File: config.mk
export PLATFORM = sky130hd
export DESIGN_NAME = mem_port_pipe
export DESIGN_NICKNAME = d
export VERILOG_FILES = /design/src/rtl/mp_pkg.sv /design/src/rtl/mp_req_check.sv /design/src/rtl/mp_word_chan.sv /design/src/rtl/mp_byte_chan.sv /design/src/rtl/mem_port_pipe.sv
export SDC_FILE = /design/constraint.sdc
export NUM_CORES = 1
export LEC_CHECK = 0
export BUFFER_PORTS_ARGS = -buffer_cell sky130_fd_sc_hd__buf_2
export CORE_AREA = 2 2 114 116
export DETAILED_ROUTE_END_ITERATION = 8
export DIE_AREA = 0 0 116 118
export GPL_TIMING_DRIVEN = 0
export PLACE_DENSITY = 0.68
export SETUP_SLACK_MARGIN = 0.02
export SLEW_MARGIN = 40
export SYNTH_ARGS = -nofsm -noshare
export SYNTH_HDL_FRONTEND = slang
export SYNTH_SLANG_ARGS = --single-unit
File: constraint.sdc
create_clock -name clk -period 1 [get_ports clk]
set_input_delay 0.15 -clock clk [delete_from_list [all_inputs] [get_ports clk]]
set_output_delay 0.15 -clock clk [all_outputs]
set_load 0.005 [all_outputs]
File: src/rtl/mp_pkg.sv
package mp_pkg;
   typedef enum logic [1:0] {
      WOP_IDLE  = 2'd0,
      WOP_READ  = 2'd1,
      WOP_WRITE = 2'd2
   } word_op_e;
endpackage

File: src/rtl/mp_req_check.sv
module mp_req_check
   import mp_pkg::*;
(
   input  logic     rd_i,
   input  logic     wr_i,
   output word_op_e op_o,
   output logic     conflict_o
);
   always_comb begin
      conflict_o = rd_i & wr_i;
      if (rd_i && !wr_i)      op_o = WOP_READ;
      else if (wr_i && !rd_i) op_o = WOP_WRITE;
      else                    op_o = WOP_IDLE;
   end
endmodule

File: src/rtl/mp_word_chan.sv
module mp_word_chan
   import mp_pkg::*;
#(
   parameter int ADDR_W = 32,
   parameter int DATA_W = 32,
   parameter int SHIFT  = 2
) (
   input  logic              clk,
   input  logic              rst_n,
   input  word_op_e          op_i,
   input  logic              conflict_i,
   input  logic [ADDR_W-1:0] addr_i,
   input  logic [DATA_W-1:0] wdata_i,
   output logic [ADDR_W-1:0] mem_waddr_o,
   output logic              mem_rd_o,
   output logic              mem_wr_o,
   output logic [DATA_W-1:0] mem_wdata_o,
   input  logic [DATA_W-1:0] mem_rdata_i,
   output logic              mdr_load_o,
   output logic [DATA_W-1:0] mdr_data_o,
   output logic              err_o
);
   word_op_e          op_q;
   logic [ADDR_W-1:0] addr_q;
   logic [DATA_W-1:0] wdata_q;
   logic              err_q;

   always_ff @(posedge clk or negedge rst_n) begin
      if (!rst_n) begin
         op_q    <= WOP_IDLE;
         addr_q  <= '0;
         wdata_q <= '0;
         err_q   <= 1'b0;
      end else begin
         op_q  <= op_i;
         err_q <= conflict_i;
         if (op_i != WOP_IDLE) addr_q <= addr_i;
         if (op_i == WOP_WRITE) wdata_q <= wdata_i;
      end
   end

   generate
      if (SHIFT == 0) begin : g_noshift
         assign mem_waddr_o = addr_q;
      end else begin : g_shift
         assign mem_waddr_o = {addr_q[ADDR_W-1-SHIFT:0], {SHIFT{1'b0}}};
      end
   endgenerate

   assign mem_rd_o    = (op_q == WOP_READ);
   assign mem_wr_o    = (op_q == WOP_WRITE);
   assign mem_wdata_o = wdata_q;
   assign mdr_load_o  = (op_q == WOP_READ);
   assign mdr_data_o  = mem_rdata_i;
   assign err_o       = err_q;

   assert_read_issue_R2: assert property (@(posedge clk) disable iff (!rst_n)
      (op_i == WOP_READ) |=> (mem_rd_o && mem_waddr_o == ($past(addr_i) << SHIFT)));

   assert_load_from_read_R3: assert property (@(posedge clk) disable iff (!rst_n)
      mdr_load_o |-> ($past(op_i) == WOP_READ));

   assert_write_issue_R5: assert property (@(posedge clk) disable iff (!rst_n)
      (op_i == WOP_WRITE) |=> (mem_wr_o && !mdr_load_o && mem_wdata_o == $past(wdata_i)));

   assert_conflict_blocks_R8: assert property (@(posedge clk) disable iff (!rst_n)
      conflict_i |=> (err_o && !mem_rd_o && !mem_wr_o));

   assert_one_strobe_R8: assert property (@(posedge clk) disable iff (!rst_n)
      !(mem_rd_o && mem_wr_o));
endmodule

File: src/rtl/mp_byte_chan.sv
module mp_byte_chan #(
   parameter int ADDR_W = 32,
   parameter int BYTE_W = 8
) (
   input  logic              clk,
   input  logic              rst_n,
   input  logic              fetch_i,
   input  logic [ADDR_W-1:0] pc_i,
   output logic [ADDR_W-1:0] mem_baddr_o,
   output logic              mem_fetch_o,
   input  logic [BYTE_W-1:0] mem_bdata_i,
   output logic              mbr_load_o,
   output logic [BYTE_W-1:0] mbr_data_o
);
   logic              busy_q;
   logic [ADDR_W-1:0] pc_q;

   always_ff @(posedge clk or negedge rst_n) begin
      if (!rst_n) begin
         busy_q <= 1'b0;
         pc_q   <= '0;
      end else begin
         busy_q <= fetch_i;
         if (fetch_i) pc_q <= pc_i;
      end
   end

   assign mem_baddr_o = pc_q;
   assign mem_fetch_o = busy_q;
   assign mbr_load_o  = busy_q;
   assign mbr_data_o  = mem_bdata_i;

   assert_fetch_issue_R6: assert property (@(posedge clk) disable iff (!rst_n)
      fetch_i |=> (mem_fetch_o && mbr_load_o && mem_baddr_o == $past(pc_i)));

   assert_no_spurious_fetch_R6: assert property (@(posedge clk) disable iff (!rst_n)
      !fetch_i |=> !mbr_load_o);
endmodule

File: src/rtl/mem_port_pipe.sv
module mem_port_pipe
   import mp_pkg::*;
#(
   parameter int ADDR_W     = 32,
   parameter int WORD_BYTES = 4,
   parameter int BYTE_W     = 8,
   parameter int DATA_W     = WORD_BYTES * BYTE_W
) (
   input  logic              clk,
   input  logic              rst_n,
   input  logic              rd_req,
   input  logic              wr_req,
   input  logic              fetch_req,
   input  logic [ADDR_W-1:0] mar_in,
   input  logic [DATA_W-1:0] mdr_in,
   input  logic [ADDR_W-1:0] pc_in,
   output logic [ADDR_W-1:0] mem_waddr,
   output logic              mem_rd,
   output logic              mem_wr,
   output logic [DATA_W-1:0] mem_wdata,
   input  logic [DATA_W-1:0] mem_rdata,
   output logic [ADDR_W-1:0] mem_baddr,
   output logic              mem_fetch,
   input  logic [BYTE_W-1:0] mem_bdata,
   output logic              mdr_load,
   output logic [DATA_W-1:0] mdr_data,
   output logic              mbr_load,
   output logic [BYTE_W-1:0] mbr_data,
   output logic              req_conflict
);
   localparam int SHIFT = $clog2(WORD_BYTES);

   generate
      if (DATA_W != WORD_BYTES * BYTE_W) begin : g_bad_width
         $error("DATA_W must equal WORD_BYTES*BYTE_W");
      end
      if ((1 << SHIFT) != WORD_BYTES) begin : g_bad_bytes
         $error("WORD_BYTES must be a power of two");
      end
      if (SHIFT >= ADDR_W) begin : g_bad_addr
         $error("ADDR_W too small for the byte shift");
      end
   endgenerate

   word_op_e op;
   logic     conflict;

   mp_req_check u_req (
      .rd_i      (rd_req),
      .wr_i      (wr_req),
      .op_o      (op),
      .conflict_o(conflict)
   );

   mp_word_chan #(
      .ADDR_W(ADDR_W),
      .DATA_W(DATA_W),
      .SHIFT (SHIFT)
   ) u_word (
      .clk        (clk),
      .rst_n      (rst_n),
      .op_i       (op),
      .conflict_i (conflict),
      .addr_i     (mar_in),
      .wdata_i    (mdr_in),
      .mem_waddr_o(mem_waddr),
      .mem_rd_o   (mem_rd),
      .mem_wr_o   (mem_wr),
      .mem_wdata_o(mem_wdata),
      .mem_rdata_i(mem_rdata),
      .mdr_load_o (mdr_load),
      .mdr_data_o (mdr_data),
      .err_o      (req_conflict)
   );

   mp_byte_chan #(
      .ADDR_W(ADDR_W),
      .BYTE_W(BYTE_W)
   ) u_byte (
      .clk        (clk),
      .rst_n      (rst_n),
      .fetch_i    (fetch_req),
      .pc_i       (pc_in),
      .mem_baddr_o(mem_baddr),
      .mem_fetch_o(mem_fetch),
      .mem_bdata_i(mem_bdata),
      .mbr_load_o (mbr_load),
      .mbr_data_o (mbr_data)
   );

   assert_fetch_indep_R7: assert property (@(posedge clk) disable iff (!rst_n)
      (fetch_req && rd_req && !wr_req) |=> (mem_fetch && mem_rd && mdr_load && mbr_load));
endmodule

==> impl_metrics.prom <==
# TYPE chip_impl_metric gauge
chip_impl_info{name="outcome",value="finished, violations left"} 1
chip_impl_info{name="failing_checks",value="setup timing"} 1
chip_impl_info{name="terminating_pin_of_the_worst_hold_path",value="u_byte.mem_baddr_o[19]$_DFFE_PN0P_"} 1
chip_impl_metric{name="htree_levels",unit=""} 3
chip_impl_metric{name="r2r_setup_slack",unit="ns"} 0.03
chip_impl_metric{name="maximum_number_of_pins_on_one_net_before_global_route_repair",unit=""} 52
chip_impl_info{name="synth.most_common_cell",value="sky130_fd_sc_hd__dfrtp_1"} 1
chip_impl_info{name="reg_to_reg_critical_path_endpoint",value="u_word.addr_q[12]$_DFFE_PN0P_"} 1
chip_impl_metric{name="synth.yosys.seq_area_share",unit="%"} 57.0
chip_impl_metric{name="syn_avg_cell_area",unit="sq um"} 16.8
chip_impl_metric{name="maximum_fanout_encountered_on_the_critical_timing_path",unit=""} 2
chip_impl_metric{name="postSynthRegisterBits",unit=""} 98
chip_impl_metric{name="totalWireLength",unit="um"} 9610
chip_impl_metric{name="grtUsageMet1",unit="%"} 15.9
chip_impl_metric{name="wire_per_inst",unit="um"} 13.0
chip_impl_metric{name="worst_slack",unit="ns"} -0.195
chip_impl_info{name="globalRoute.busiestLayer",value="met2"} 1
chip_impl_metric{name="cts_inserted_buffers",unit=""} 9
chip_impl_info{name="clock_root_cell",value="sky130_fd_sc_hd__clkbuf_16"} 1
chip_impl_metric{name="floorplan.die.height",unit="um"} 118
chip_impl_metric{name="routed_via_density",unit=""} 4.06
chip_impl_info{name="synth_top_area_cell",value="sky130_fd_sc_hd__dfrtp_1"} 1
chip_impl_metric{name="met2_capacity_usage_during_global_routing",unit="%"} 22.8
chip_impl_metric{name="floorplan.rows",unit=""} 41
chip_impl_metric{name="clock_latency_reported_for_the_late_side_of_the_worst_skew_pair",unit="ns"} 0.32
chip_impl_metric{name="yosysUniqueCellTypes",unit=""} 10
chip_impl_metric{name="global_route.usage.total",unit="%"} 13.2
chip_impl_metric{name="synth-async-reset-ratio",unit="%"} 100
chip_impl_metric{name="timing.clock.skew",unit="ns"} 0
chip_impl_info{name="critPathLaunchType",value="flop"} 1
chip_impl_metric{name="static-leakage-power",unit="nW"} 3.61
chip_impl_info{name="hold_start",value="pc_in[19]"} 1
chip_impl_metric{name="fp.coreArea",unit="sq um"} 12400
chip_impl_metric{name="period_needed",unit="ns"} 1.20
chip_impl_info{name="crit_chain",value="nor2b_4 > buf_6 > buf_6"} 1
chip_impl_metric{name="postSynthCellCount",unit=""} 256
chip_impl_metric{name="timing.critical_path.required",unit="ns"} 0.85
chip_impl_metric{name="timing.fmax",unit="GHz"} 0.837
chip_impl_info{name="synth.top_cells.by_area",value="sky130_fd_sc_hd__dfrtp_1 57%, sky130_fd_sc_hd__mux2_4 21%, sky130_fd_sc_hd__mux2_2 8.9%, sky130_fd_sc_hd__buf_4 8.2%, sky130_fd_sc_hd__buf_12 2.8%"} 1
chip_impl_info{name="crit_path_frequent_cell",value="sky130_fd_sc_hd__buf_6"} 1
chip_impl_metric{name="netlist_area",unit="sq um"} 4310
chip_impl_metric{name="floorplan.initialDensity",unit="%"} 34.7
chip_impl_info{name="path_delay_family",value="flip-flops"} 1
chip_impl_metric{name="largest_stage_delay_worst_path",unit="ns"} 0.38
chip_impl_metric{name="drt_pass_1_iters",unit=""} 4
chip_impl_info{name="main_synth_ff_type",value="sky130_fd_sc_hd__dfrtp_1"} 1
chip_impl_metric{name="flow.area_growth_from_synthesis",unit="%"} 54.7
chip_impl_metric{name="whs_path_depth",unit=""} 2
chip_impl_metric{name="report.final.slew_viol_count",unit=""} 0
chip_impl_metric{name="die-area",unit="sq um"} 13700
chip_impl_metric{name="number_of_port_buffers",unit=""} 238
chip_impl_info{name="timing.critical_path.slowest_stage_cell",value="sky130_fd_sc_hd__dfrtp_1"} 1
chip_impl_info{name="critical_path.endpoint_type",value="output pin"} 1
chip_impl_metric{name="grt_first_pass_wirelength",unit="um"} 14500
chip_impl_metric{name="placement.setup.worst_slack",unit="ns"} -0.294
chip_impl_info{name="grt_setup_unrepaired",value="true"} 1
chip_impl_metric{name="drtIter0Drc",unit=""} 70
chip_impl_metric{name="finish.utilization",unit="%"} 53.7
chip_impl_metric{name="yosysWarningCount",unit=""} 0
chip_impl_metric{name="globalplace.congestion",unit=""} 0.719
chip_impl_info{name="worstSetupPathType",value="flop to output pin"} 1
chip_impl_metric{name="peakVddDrop",unit="uV"} 961
chip_impl_metric{name="cts.path.max_buffers",unit=""} 2
chip_impl_metric{name="clock_sink_count",unit=""} 98
chip_impl_metric{name="max_cap_violations",unit=""} 0
chip_impl_metric{name="hold_slack",unit="ns"} 0.0452
chip_impl_metric{name="fin_setup_tns",unit="ns"} -0.575
chip_impl_metric{name="finalSetupViolations",unit=""} 10
chip_impl_metric{name="antenna_cells_inserted",unit=""} 0
chip_impl_metric{name="chipWidth",unit="um"} 116
chip_impl_metric{name="design.portCount",unit=""} 283
chip_impl_metric{name="groute.layer.met3.usage",unit="%"} 3.55
chip_impl_metric{name="hpwlAfterDp",unit="um"} 7050
chip_impl_metric{name="detail_route_antenna_nets",unit=""} 0
chip_impl_metric{name="vias",unit=""} 2997
chip_impl_metric{name="share_of_yosys_cell_area_claimed_by_the_top_area_cell_type",unit="%"} 57.0
chip_impl_metric{name="globalRouteOverflowTotal",unit=""} 0
chip_impl_metric{name="number_of_antenna_violations_at_the_first_check_in_global_routing",unit=""} 0
chip_impl_metric{name="nNetsFinal",unit=""} 707
chip_impl_metric{name="drive_gt1_share",unit="%"} 80.9
chip_impl_metric{name="critical_path_buf_inv_count",unit=""} 2
chip_impl_metric{name="grt_pass1_vias",unit=""} 2990
chip_impl_info{name="synth_common_cells",value="98 x sky130_fd_sc_hd__dfrtp_1, 60 x sky130_fd_sc_hd__mux2_4, 47 x sky130_fd_sc_hd__buf_4"} 1
chip_impl_metric{name="timing.final.hold_violations",unit=""} 0
chip_impl_info{name="holdCritPathClass",value="input pin to flop"} 1
chip_impl_metric{name="fin_crit_sh",unit="%"} 120
chip_impl_metric{name="timing.reg2reg.worst_path_depth",unit=""} 3
chip_impl_metric{name="cts.clk_slew.worst_paths",unit="ns"} 0.07
chip_impl_metric{name="fin_total_pwr",unit="mW"} 10.8
chip_impl_metric{name="arrival",unit="ns"} 1.05
chip_impl_metric{name="drcViolationCount",unit=""} 0
chip_impl_metric{name="cell_pwr_density",unit="nW/um^2"} 1620
chip_impl_info{name="worst_r2r_startpoint",value="u_word.addr_q[12]$_DFFE_PN0P_"} 1
chip_impl_info{name="cts_tree",value="built"} 1
chip_impl_metric{name="number_of_enable_type_register_cells_in_the_synthesized_netlist",unit=""} 0
## layer usage
metal	share of wire, %	routed length [um]
met5	0	0
met2	49	4740
met3	7.6	734
met1	42	4010
met4	1.4	136
## report_power, final
part | total, mW | switching, mW | internal [mW]
sequential | 4.75 | 0.271 | 4.48
combinational | 2.66 | 0.851 | 1.81
clock | 3.39 | 1.40 | 1.99
## final cells by class
type | count | area, sq um
fillers | 1083 | 5750
flip-flops and latches | 98 | 2450
repair buffers | 294 | 1670
multi-input cells | 102 | 1490
plain buffers | 55 | 526
clock buffers | 11 | 243
well taps | 172 | 215
clock inverters | 4 | 52.6
inverters | 2 | 20.0
## worst register-to-register path, delay by kind of cell (launching register included)
family / cells / cell delay [ns]
flip-flops: 1 / 0.38
multiplexers: 1 / 0.24
buffers and inverters: 2 / 0.24
## sequential cells by signal (all words and copies together) (netlist names)
name	flops
u_byte.mem_baddr_o	32
u_word.mem_wdata_o	32
u_word.addr_q	30
u_word.op_q	2
u_byte.mbr_load_o	1
u_word.err_o	1
## timing repair
item,CTS,global route
buffers inserted,28,25
hold buffers,2,0
hold endpoints to repair,51,0
endpoints found under the setup margin,99,148
resized for setup,6,4
## logic make-up (layout without fill, tap and decap cells)
family                   count (synthesis)  in the layout  share of synthesized area [%]
flip-flops                              98             98                           57.0
multiplexers                            94             94                           29.8
buffers and inverters                   57            366                           11.7
adder cells (fa/ha/maj)                  4              4                           1.16
AND/OR/NAND/NOR                          2              2                          0.291
other                                    1              2                         0.0871
## metrics by stage
step / instances / instance area (sq um)
6_report: 738 / 6660
5_1_grt: 738 / 6660
4_1_cts: 713 / 6460
3_5_place_dp: 668 / 5910
3_3_place_gp: 667 / 5880
2_1_floorplan: 257 / 4470
## worst max-delay path by stage
stage	slack [ns]	depth (start not counted)	startpoint	end
detailed placement	-0.29	5	rd_req	u_word.addr_q[12]$_DFFE_PN0P_
global placement	-1.13	1	rst_n	u_word.addr_q[17]$_DFFE_PN0P_
CTS	-0.22	3	u_word.op_q[0]$_DFF_PN0_	mem_rd
floorplan	-0.02	4	rd_req	u_word.addr_q[0]$_DFFE_PN0P_
global route	-0.24	3	u_word.op_q[0]$_DFF_PN0_	mem_rd
finish	-0.20	3	u_word.op_q[0]$_DFF_PN0_	mem_rd
## layout by cell type, fill, tap and decap left out, drive strengths merged
master | netlist | final
buf | 55 | 347
dfrtp | 98 | 98
mux2 | 94 | 94
clkbuf | 0 | 11
ha | 4 | 4
clkinvlp | 0 | 3
conb | 1 | 2
dlygate4sd3 | 0 | 2
nor2b | 2 | 2
inv | 2 | 2
bufinv | 0 | 1
Note: power is estimated with default switching activity, not from simulation.
